[src/rtl/macc_pkg.sv]
`timescale 1ns/1ps
package macc_pkg;

   typedef enum logic [2:0] {
      OP_JMP_ABS = 3'd0,
      OP_JMP_REL = 3'd1,
      OP_LD_NEG  = 3'd2,
      OP_STORE   = 3'd3,
      OP_SUB     = 3'd4,
      OP_SUB_ALT = 3'd5,
      OP_SKIP_NG = 3'd6,
      OP_HALT    = 3'd7
   } op_e;

   typedef enum logic [1:0] {
      HC_NONE = 2'd0,
      HC_STOP = 2'd1,
      HC_BKPT = 2'd2,
      HC_STEP = 2'd3
   } halt_cause_e;

   localparam int unsigned OPC_W = 3;

endpackage

[src/rtl/macc_store.sv]
`timescale 1ns/1ps
module macc_store #(
   parameter int unsigned DATA_W = 32,
   parameter int unsigned ADDR_W = 5
) (
   input  logic              clk,
   input  logic              we_i,
   input  logic [ADDR_W-1:0] waddr_i,
   input  logic [DATA_W-1:0] wdata_i,
   input  logic [ADDR_W-1:0] fetch_addr_i,
   output logic [DATA_W-1:0] fetch_data_o,
   input  logic [ADDR_W-1:0] opnd_addr_i,
   output logic [DATA_W-1:0] opnd_data_o,
   input  logic [ADDR_W-1:0] dbg_addr_i,
   output logic [DATA_W-1:0] dbg_data_o
);
   localparam int unsigned DEPTH = 1 << ADDR_W;

   logic [DATA_W-1:0] words [DEPTH];

   generate
      if (DEPTH > 4096) begin : g_bad_depth
         $error("macc_store: depth too large");
      end
      for (genvar g = 0; g < DEPTH; g++) begin : g_word
         always_ff @(posedge clk) begin
            if (we_i && (waddr_i == ADDR_W'(g))) begin
               words[g] <= wdata_i;
            end
         end
      end
   endgenerate

   assign fetch_data_o = words[fetch_addr_i];
   assign opnd_data_o  = words[opnd_addr_i];
   assign dbg_data_o   = words[dbg_addr_i];

endmodule

[src/rtl/macc_exec.sv]
`timescale 1ns/1ps
module macc_exec
   import macc_pkg::*;
#(
   parameter int unsigned DATA_W    = 32,
   parameter int unsigned ADDR_W    = 5,
   parameter int unsigned OPC_LSB   = 13,
   parameter bit          SUB_ALIAS = 1'b1
) (
   input  logic [ADDR_W-1:0] ci_inc_i,
   input  logic [DATA_W-1:0] acc_i,
   input  logic [DATA_W-1:0] instr_i,
   input  logic [DATA_W-1:0] operand_i,
   output op_e               op_o,
   output logic [ADDR_W-1:0] ea_o,
   output logic [ADDR_W-1:0] ci_next_o,
   output logic [DATA_W-1:0] acc_next_o,
   output logic              st_en_o,
   output logic              halt_o
);
   localparam logic [ADDR_W-1:0] ONE_A = ADDR_W'(1);

   logic alt_sub;
   logic unused_instr;

   generate
      if (SUB_ALIAS) begin : g_alias_on
         assign alt_sub = 1'b1;
      end else begin : g_alias_off
         assign alt_sub = 1'b0;
      end
   endgenerate

   assign op_o         = op_e'(instr_i[OPC_LSB +: OPC_W]);
   assign ea_o         = instr_i[ADDR_W-1:0];
   assign unused_instr = ^instr_i;

   always_comb begin
      ci_next_o  = ci_inc_i;
      acc_next_o = acc_i;
      st_en_o    = 1'b0;
      halt_o     = 1'b0;
      unique case (op_o)
         OP_JMP_ABS: ci_next_o  = operand_i[ADDR_W-1:0];
         OP_JMP_REL: ci_next_o  = ci_inc_i + operand_i[ADDR_W-1:0];
         OP_LD_NEG:  acc_next_o = DATA_W'(0) - operand_i;
         OP_STORE:   st_en_o    = 1'b1;
         OP_SUB:     acc_next_o = acc_i - operand_i;
         OP_SUB_ALT: begin
            if (alt_sub) acc_next_o = acc_i - operand_i;
         end
         OP_SKIP_NG: begin
            if (acc_i[DATA_W-1]) ci_next_o = ci_inc_i + ONE_A;
         end
         OP_HALT:    halt_o     = 1'b1;
         default:    halt_o     = 1'b0;
      endcase
   end

endmodule

[src/rtl/macc_ctrl.sv]
`timescale 1ns/1ps
module macc_ctrl
   import macc_pkg::*;
#(
   parameter int unsigned ADDR_W = 5
) (
   input  logic              clk,
   input  logic              rst_n,
   input  logic              run_i,
   input  logic              step_i,
   input  logic              bkpt_en_i,
   input  logic [ADDR_W-1:0] bkpt_addr_i,
   input  logic [ADDR_W-1:0] ci_i,
   input  logic              halt_op_i,
   output logic              exec_en_o,
   output logic              dbg_open_o,
   output logic              running_o,
   output halt_cause_e       cause_o
);
   logic        running_q;
   halt_cause_e cause_q;
   logic        start_step, start_run, bkpt_stop;

   assign start_step = !running_q && step_i;
   assign start_run  = !running_q && run_i && !step_i;
   assign bkpt_stop  = running_q && bkpt_en_i && (ci_i == bkpt_addr_i);
   assign exec_en_o  = start_step || start_run || (running_q && !bkpt_stop);
   assign dbg_open_o = !running_q && !run_i && !step_i;

   always_ff @(posedge clk) begin
      if (!rst_n) begin
         running_q <= 1'b0;
         cause_q   <= HC_NONE;
      end else if (bkpt_stop) begin
         running_q <= 1'b0;
         cause_q   <= HC_BKPT;
      end else if (exec_en_o) begin
         if (halt_op_i) begin
            running_q <= 1'b0;
            cause_q   <= HC_STOP;
         end else if (start_step) begin
            running_q <= 1'b0;
            cause_q   <= HC_STEP;
         end else begin
            running_q <= 1'b1;
            cause_q   <= HC_NONE;
         end
      end
   end

   assign running_o = running_q;
   assign cause_o   = cause_q;

   // a step from halt never leaves the core running
   p_step_single_r11: assert property (@(posedge clk) disable iff (!rst_n)
      (!running_q && step_i) |=> !running_q);

   // breakpoint match halts with cause 2
   p_bkpt_halt_r10: assert property (@(posedge clk) disable iff (!rst_n)
      (running_q && bkpt_en_i && ci_i == bkpt_addr_i) |=> (!running_q && cause_q == HC_BKPT));

   // halt opcode stops with cause 1
   p_stop_halt_r9: assert property (@(posedge clk) disable iff (!rst_n)
      (exec_en_o && halt_op_i) |=> (!running_q && cause_q == HC_STOP));

endmodule

[src/rtl/mini_acc_core.sv]
`timescale 1ns/1ps
module mini_acc_core
   import macc_pkg::*;
#(
   parameter int unsigned DATA_W    = 32,
   parameter int unsigned ADDR_W    = 5,
   parameter int unsigned OPC_LSB   = 13,
   parameter bit          SUB_ALIAS = 1'b1
) (
   input  logic              clk,
   input  logic              rst_n,
   input  logic              run_i,
   input  logic              step_i,
   input  logic              bkpt_en_i,
   input  logic [ADDR_W-1:0] bkpt_addr_i,
   input  logic              dbg_we_i,
   input  logic [ADDR_W-1:0] dbg_addr_i,
   input  logic [DATA_W-1:0] dbg_wdata_i,
   output logic [DATA_W-1:0] dbg_rdata_o,
   output logic [DATA_W-1:0] acc_o,
   output logic [ADDR_W-1:0] ci_o,
   output logic              halted_o,
   output logic [1:0]        halt_cause_o
);
   localparam logic [ADDR_W-1:0] ONE_A = ADDR_W'(1);

   generate
      if (DATA_W < OPC_LSB + OPC_W) begin : g_bad_opc
         $error("mini_acc_core: opcode field exceeds word");
      end
      if (ADDR_W > OPC_LSB) begin : g_bad_addr
         $error("mini_acc_core: address field overlaps opcode");
      end
   endgenerate

   logic [ADDR_W-1:0] ci_q, ci_inc, ci_next, ea;
   logic [DATA_W-1:0] acc_q, acc_next, instr, operand;
   logic              st_en, halt_op, exec_en, dbg_open, running;
   logic              st_we;
   logic [ADDR_W-1:0] st_addr;
   logic [DATA_W-1:0] st_data;
   op_e               op;
   halt_cause_e       cause;

   assign ci_inc = ci_q + ONE_A;

   assign st_we   = (exec_en && st_en) || (dbg_open && dbg_we_i);
   assign st_addr = (exec_en && st_en) ? ea    : dbg_addr_i;
   assign st_data = (exec_en && st_en) ? acc_q : dbg_wdata_i;

   macc_store #(.DATA_W(DATA_W), .ADDR_W(ADDR_W)) u_store (
      .clk         (clk),
      .we_i        (st_we),
      .waddr_i     (st_addr),
      .wdata_i     (st_data),
      .fetch_addr_i(ci_inc),
      .fetch_data_o(instr),
      .opnd_addr_i (ea),
      .opnd_data_o (operand),
      .dbg_addr_i  (dbg_addr_i),
      .dbg_data_o  (dbg_rdata_o)
   );

   macc_exec #(.DATA_W(DATA_W), .ADDR_W(ADDR_W), .OPC_LSB(OPC_LSB),
               .SUB_ALIAS(SUB_ALIAS)) u_exec (
      .ci_inc_i  (ci_inc),
      .acc_i     (acc_q),
      .instr_i   (instr),
      .operand_i (operand),
      .op_o      (op),
      .ea_o      (ea),
      .ci_next_o (ci_next),
      .acc_next_o(acc_next),
      .st_en_o   (st_en),
      .halt_o    (halt_op)
   );

   macc_ctrl #(.ADDR_W(ADDR_W)) u_ctrl (
      .clk        (clk),
      .rst_n      (rst_n),
      .run_i      (run_i),
      .step_i     (step_i),
      .bkpt_en_i  (bkpt_en_i),
      .bkpt_addr_i(bkpt_addr_i),
      .ci_i       (ci_q),
      .halt_op_i  (halt_op),
      .exec_en_o  (exec_en),
      .dbg_open_o (dbg_open),
      .running_o  (running),
      .cause_o    (cause)
   );

   always_ff @(posedge clk) begin
      if (!rst_n) begin
         ci_q  <= '0;
         acc_q <= '0;
      end else if (exec_en) begin
         ci_q  <= ci_next;
         acc_q <= acc_next;
      end
   end

   assign acc_o        = acc_q;
   assign ci_o         = ci_q;
   assign halted_o     = !running;
   assign halt_cause_o = cause;

   // no execution means no architectural change
   p_idle_hold_r13: assert property (@(posedge clk) disable iff (!rst_n)
      !exec_en |=> ($stable(ci_q) && $stable(acc_q)));

   // taken skip advances the counter by two
   p_skip_two_r8: assert property (@(posedge clk) disable iff (!rst_n)
      (exec_en && op == OP_SKIP_NG && acc_q[DATA_W-1]) |=> (ci_q == $past(ci_q) + ONE_A + ONE_A));

   // absolute jump takes the low bits of the operand word
   p_jump_abs_r3: assert property (@(posedge clk) disable iff (!rst_n)
      (exec_en && op == OP_JMP_ABS) |=> (ci_q == $past(operand[ADDR_W-1:0])));

endmodule

[config.mk]
export PLATFORM = sky130hd
export DESIGN_NAME = mini_acc_core
export DESIGN_NICKNAME = d
export VERILOG_FILES = /design/src/rtl/macc_pkg.sv /design/src/rtl/macc_store.sv /design/src/rtl/macc_exec.sv /design/src/rtl/macc_ctrl.sv /design/src/rtl/mini_acc_core.sv
export SDC_FILE = /design/constraint.sdc
export NUM_CORES = 2
export LEC_CHECK = 0
export CORE_ASPECT_RATIO = 0.9
export CORE_MARGIN = 4
export CORE_UTILIZATION = 55
export CTS_BUF_LIST = sky130_fd_sc_hd__clkbuf_16
export CTS_CLUSTER_DIAMETER = 40
export DETAILED_ROUTE_END_ITERATION = 10
export DONT_BUFFER_PORTS = 1
export MAX_ROUTING_LAYER = met4
export PLACE_DENSITY_LB_ADDON = 0.05
export RECOVER_POWER = 100
export SLEW_MARGIN = 20
export SYNTH_ARGS = -nofsm -noshare
export SYNTH_HDL_FRONTEND = slang
export SYNTH_SLANG_ARGS = --single-unit
export TNS_END_PERCENT = 50
[constraint.sdc]
create_clock -name clk -period 17.2 [get_ports clk]
set_clock_uncertainty 0.05 [all_clocks]
set_input_delay 3.44 -clock clk [delete_from_list [all_inputs] [get_ports clk]]
set_output_delay 3.44 -clock clk [all_outputs]
set_load 0.02 [all_outputs]
# Word level (Yosys, flattened, before mapping)

Memory sizes are Yosys's and may differ from the RTL's.
Cells that the tools add are included.

Add/subtract/negate cells: 5
Eq/ne operators: 39
Muxes and demuxes: 170
Bitwise operators: 1
Reductions and logical operators: 87

Operators with widths:

| kind                                                                | count |
|---|---|
| 32-bit two-way mux                                                  | 32 |
| 32-bit OR reduction                                                 | 31 |
| 5-bit two-way mux                                                   | 33 |
| 1-bit two-way mux                                                   | 99 |
| 5-bit == test, second input constant                                | 16 |
| 32-bit one-hot mux with 2 select lines                              | 1 |
| 1-bit logical AND                                                   | 42 |
| 5-bit by 4-bit == test with 1-bit output, second input constant     | 8 |
| 1-bit by 32-bit subtractor with 32-bit output, first input constant | 1 |
| 32-bit subtractor                                                   | 1 |
| 5-bit by 3-bit == test with 1-bit output, second input constant     | 4 |
| 5-bit one-hot mux with 3 select lines                               | 1 |
| 3-bit == test, second input constant                                | 4 |
| 5-bit by 1-bit adder with 5-bit output, second input constant       | 2 |
| 5-bit by 2-bit == test with 1-bit output, second input constant     | 2 |
| 2-bit two-way mux                                                   | 4 |
| 3-bit by 2-bit == test with 1-bit output, second input constant     | 2 |
| 5-bit adder                                                         | 1 |
| 5-bit by 1-bit == test with 1-bit output, second input constant     | 1 |
| 5-bit == test                                                       | 1 |
| 5-bit logical NOT                                                   | 1 |
| 1-bit logical NOT                                                   | 4 |
| 2-bit nonzero test                                                  | 2 |
| 2-bit OR reduction                                                  | 2 |
| other kinds (5)                                                     | 7 |

Bits in registers: 40
Bits in writable memories: 1024
Bits of input ports: 48
Output and inout port bits: 72
Word-level logic and storage cells: 308
Memories: 1

Memories:

| memory        | words | width | read ports | clocked after memory_dff | write ports | line             | text |
|---|---|---|---|---|---|---|---|
| u_store.words | 32    | 32    | 3          | 0                        | 1           | macc_store.sv:19 | `logic [DATA_W-1:0] words [DEPTH];` |

# Logic depth before layout (Yosys ltp)

Depth after elaboration: 43
Depth in mapped cells: 32
Gate-level depth less buffers: 24

# By module

From an unflattened synthesis, not the netlist that was laid out.

Cell total of the unflattened synthesis: 5201
Area total of the unflattened synthesis: 62770.2 um2

Modules (own cells, without submodules):

| module        | instances | cells an instance | area an instance (um2) | seq. area each (um2) |
|---|---|---|---|---|
| macc_store    | 1         | 4549              | 57681.6                | 30749.5 |
| macc_exec     | 1         | 456               | 2859.0                 | 0.0 |
| mini_acc_core | 1         | 171               | 1993.2                 | 740.7 |
| macc_ctrl     | 1         | 25                | 236.5                  | 60.1 |

# Worst setup path after synthesis

Ideal clock, no wire load.

Path kind: input to output
From: input dbg_addr_i[0]
To: output dbg_rdata_o[10]
Data arrival time: 5.897 ns
Required time: 13.710 ns
Setup slack: 7.813 ns
Stages: 6
Buffers on the path: 3
Cell sequence: clkbuf_1 -> clkbuf_1 -> buf_1 -> mux4_2 -> mux4_2 -> mux2_2

Longest elaborated chain between the ends: 1

RTL lines:

| element                 | line                | text |
|---|---|---|
| start, declared         | mini_acc_core.sv:17 | `input logic [ADDR_W-1:0] dbg_addr_i,` |
| memory read 32 x 32 bit | --                  |  |
| end, declared           | mini_acc_core.sv:19 | `output logic [DATA_W-1:0] dbg_rdata_o,` |

No other way between the ends.

# Final worst setup path

From: register ci_q[1] (netlist: ci_o[1])
To: memory u_store.words[28][2] (enable)

Longest elaborated chain between the ends: 43
Elaborated cells between the ends (all ways): 233
Those cells by class: add/sub (1); eq/ne (33); mux (128); reduce/logical (70); memory (1)

RTL lines:

| element                                                                          | line                | text |
|---|---|---|
| start, declared                                                                  | mini_acc_core.sv:36 | `logic [ADDR_W-1:0] ci_q, ci_inc, ci_next, ea;` |
| start signal, assigned                                                           | mini_acc_core.sv:98 | `ci_q <= ci_next;` |
| parallel branches: the longest is 43 deep, another holds memory read 32 x 32 bit | --                  |  |
| end, declared                                                                    | macc_store.sv:19    |  |

Parallel ways; which one is timed is not known.

==> impl_metrics.csv <==
group,metric,value,unit
status,outcome,"complete, but fails checks",
status,violated_checks,"capacitance limit, slew limit",
cts,ctsHoldBuffers,0,
timing,fin_crit_sh,0.789,
setup_path,critical-path-slowest-cell,"sky130_fd_sc_hd__clkbuf_1",
setup_path,cp_slowest_stage_delay,2.57,ns
floorplanning,core_region_area,98500,µm²
power_and_ir_drop,total_power,0.0140,W
timing,worst_pin_slew,4.03,ns
placed_design,dpl.hpwl,98600,µm
global_route,grt_pass1_wl,257000,µm
min_path,hp-start,"u_ctrl.running_o",
yosys,synth_edf_count,1024,
min_path,min_delay_path_depth,2,
timing,timing.setup.tns,0,ns
setup_path,critical_path_startpoint,"ci_o[1]",
placed_design,place_inst,5119,
yosys,postSynthNetCount,4132,
setup_path,critPathBufInv,4,
yosys,async_flop_share,0,
setup_path,critical_path_required,17.46,ns
min_path,holdPathEnd,"u_ctrl.cause_o[1]",
routing,post_route_drc_violation_count,0,
routing,route.antenna.remaining_nets,0,
cts,cts_setup_buffers,0,
setup_path,critical_path.reg2reg.startpoint,"ci_o[1]",
yosys,syn_inst,4045,
floorplanning,die_height,307,µm
floorplanning,design.die.area,105000,µm²
setup_path,timing.reg2reg.setup_slack,3.63,ns
timing,grt_setup_unrepaired,"no",
routing,post_drt_via_cell_ratio,7.07,
setup_path,critical_path.startpoint_type,"register",
routing,wl,177000,µm
floorplanning,num_rows,109,
cts,clk_pin_slew_worst_paths,0.05,ns
setup_path,end_of_the_worst_register_to_register_path,"u_store.words[28][2]",
global_route,grt_usage,0.347,
setup_path,cp_max_fanout,53,
cells_and_area,finish.utilization,0.614,
routing,route.detailed.wl_per_inst,32.9,µm
timing,timing.final.crit_period,13.57,ns
cells_and_area,num-fill-cells,7435,
cells_and_area,design_area,60400,µm²
placed_design,detailed_place.area,55900,µm²
placed_design,port_buffers,0,
cts,post_cts_resized,0,
run,timing.max_cap.violations,60,
timing,final-max-slew-violation-count,1202,
setup_path,critPathMostFrequentCell,"sky130_fd_sc_hd__clkbuf_1",
floorplanning,io_pins,120,
setup_path,crit_path_cell_trace,"ha_1 -> clkbuf_1 -> mux4_2 -> and2_0 -> a2111oi_2 -> a221o_4 -> clkbuf_1 -> buf_4 -> a31oi_1 -> nor2_1 -> clkbuf_1",
global_route,number_of_global_route_vias_before_repair,37600,
setup_path,crit_arrival,13.83,ns
yosys,syn_avg_cell_area,13.5,µm²
cts,cts.path.max_buffers,3,
power_and_ir_drop,power_leakage,20.5,nW
yosys,synthesis.area,54700,µm²
cts,clock-sinks,1064,
global_route,antenna_found_initial,0,
global_route,grt_overflow_total,0,
routing,drt_iter0_drc,5732,
cells_and_area,layoutNonFillerInstCount,5382,
floorplanning,initial_core_util,0.556,
yosys,ys_types,77,
global_route,grt_max_degree,261,
timing,report.final.setup_viol,0,
yosys,yosysMostFrequentCell,"sky130_fd_sc_hd__edfxtp_1",
setup_path,critical-path-top-delay-family,"buffers and inverters",
timing,hold_viol_final,0,
yosys,yosys.area.top_type_share,0.562,
cts,clock_root_buffer,"sky130_fd_sc_hd__clkbuf_16",
power_and_ir_drop,power.density_cell_area,231,nW/µm²
yosys,synthTopCellsByArea,"sky130_fd_sc_hd__edfxtp_1, sky130_fd_sc_hd__mux4_2, sky130_fd_sc_hd__nand2_1",
power_and_ir_drop,power.ir.vdd_worst,256,µV
cells_and_area,post_route_cells_drive_above_1_share,0.170,
cts,cts_buffers,145,
yosys,synth.yosys.seq_area_share,0.576,
timing,timing.slew.headroom,-1.68,
cts,cts_tree,"yes",
min_path,hold_path.class,"register to register",
setup_path,criticalPathCategory,"register to register",
yosys,synth_warnings,0,
setup_path,timing.critical_path.to_type,"register",
cts,clk-insertion-delay-late,0.75,ns
routing,first_pass_iters,6,
setup_path,worst_r2r_path_depth,11,
yosys,synth_largest_area_cell,"sky130_fd_sc_hd__edfxtp_1",
cells_and_area,syn_to_final_growth,10.4,%
floorplanning,die_w,341,µm
cells_and_area,nets,4022,
cells_and_area,n_antenna_cell,0,
yosys,synth-main-ff-cell,"sky130_fd_sc_hd__edfxtp_1",
placed_design,gp_congestion,0.888,
routing,route.vias.total,38100,
cts,clock_tree.htree_level_count,4,
yosys,synth-seq-cells,1064,
timing,fmaxAchievable,0.0737,GHz
yosys,top_cells_by_count_synth,"sky130_fd_sc_hd__edfxtp_1, sky130_fd_sc_hd__nand2_1, sky130_fd_sc_hd__mux4_2",
[power breakdown]
group	switching [W]	total [W]	internal [W]
Clock	0.00117	0.00307	0.00190
Sequential	0.000102	0.00340	0.00330
Combinational	0.00513	0.00752	0.00239
[how the worst max path moves through the flow]
stage | to | slack [ns] | cells after the start
floorplan | dbg_rdata_o[10] | 7.81 | 6
global placement | acc_o[31] | 7.52 | 28
detailed placement | acc_o[31] | 7.35 | 27
CTS | acc_o[31] | 7.34 | 27
global route | acc_o[31] | 3.47 | 25
finish | u_store.words[28][2] | 3.63 | 11
[worst reg2reg max path: cells and delay by family (launching register included)]
family                     cells  cell delay [ns]
adders and majority gates      1             1.08
and+or+nand+nor                2             2.39
buffers and inverters          4             7.01
muxes                          1             0.53
AOI/OAI and AO/OA              3             1.59
DFF                            1             0.44
[through the flow]
step	hold WS (ns)	setup WS (ns)
CTS	0.548	7.34
detailed placement	0.534	7.35
finish	0.543	3.63
global placement	0.496	7.52
floorplan	0.476	7.81
global route	0.576	3.47
[placed cells by master (no fill, tap or decap), drive strengths merged, types with 5 or more instances in the layout]
master    count
bufinv       18
o21a          7
clkinvlp     11
a311oi      171
xor2         12
a22oi        12
inv          55
a31oi        69
nand2b        9
o21ai        30
a211oi       39
nor2b        29
or2           5
nor3         10
mux4        401
ha           37
nand3       238
dfxtp        40
nor3b         7
mux2i        80
a21o         17
buf          32
edfxtp     1024
clkinv       44
and3        125
nor2         65
and2         34
xnor2        26
nand2       989
clkbuf      190
mux2         70
a21oi        89
nand4         8
[logic make-up (layout without fill, tap and decap cells)]
| kind of cell | count (synthesis) | count (layout) | synth area share |
|---|---|---|---|
| simple gates | 1530 | 1530 | 0.121 |
| fa+ha+maj | 39 | 39 | 0.00919 |
| mux | 551 | 551 | 0.195 |
| compound gates | 478 | 478 | 0.0639 |
| flops | 1064 | 1064 | 0.576 |
| buf+inv | 345 | 350 | 0.0272 |
| xor+xnor | 38 | 38 | 0.00642 |
[registers in the layout, summed over array words and instances (netlist names)]
name and cells:
acc_o 32, u_store.words 1024, ci_o 5, u_ctrl.cause_o 2, u_ctrl.running_o 1
[metal layers]
layer  GRT usage  share of wire  vias to the layer above
li1            -              -                    15600
met1       0.465           0.38                    19300
met2       0.523           0.46                     2671
met3      0.0719           0.11                      455
met4       0.150          0.047                        0
met5           -              0                        -
[layout make-up]
| class | instances | area (µm²) | share of cell area |
|---|---|---|---|
| Multi-Input combinational cell | 2636 | 21800 | 0.360 |
| Sequential cell | 1064 | 31600 | 0.522 |
| Tap cell | 1332 | 1670 | 0.0276 |
| Clock inverter | 109 | 1120 | 0.0186 |
| Inverter | 19 | 73.8 | 0.00122 |
| Clock buffer | 153 | 3830 | 0.0633 |
| Timing Repair Buffer | 69 | 408 | 0.00675 |
Power figures use the tool's default switching activity.
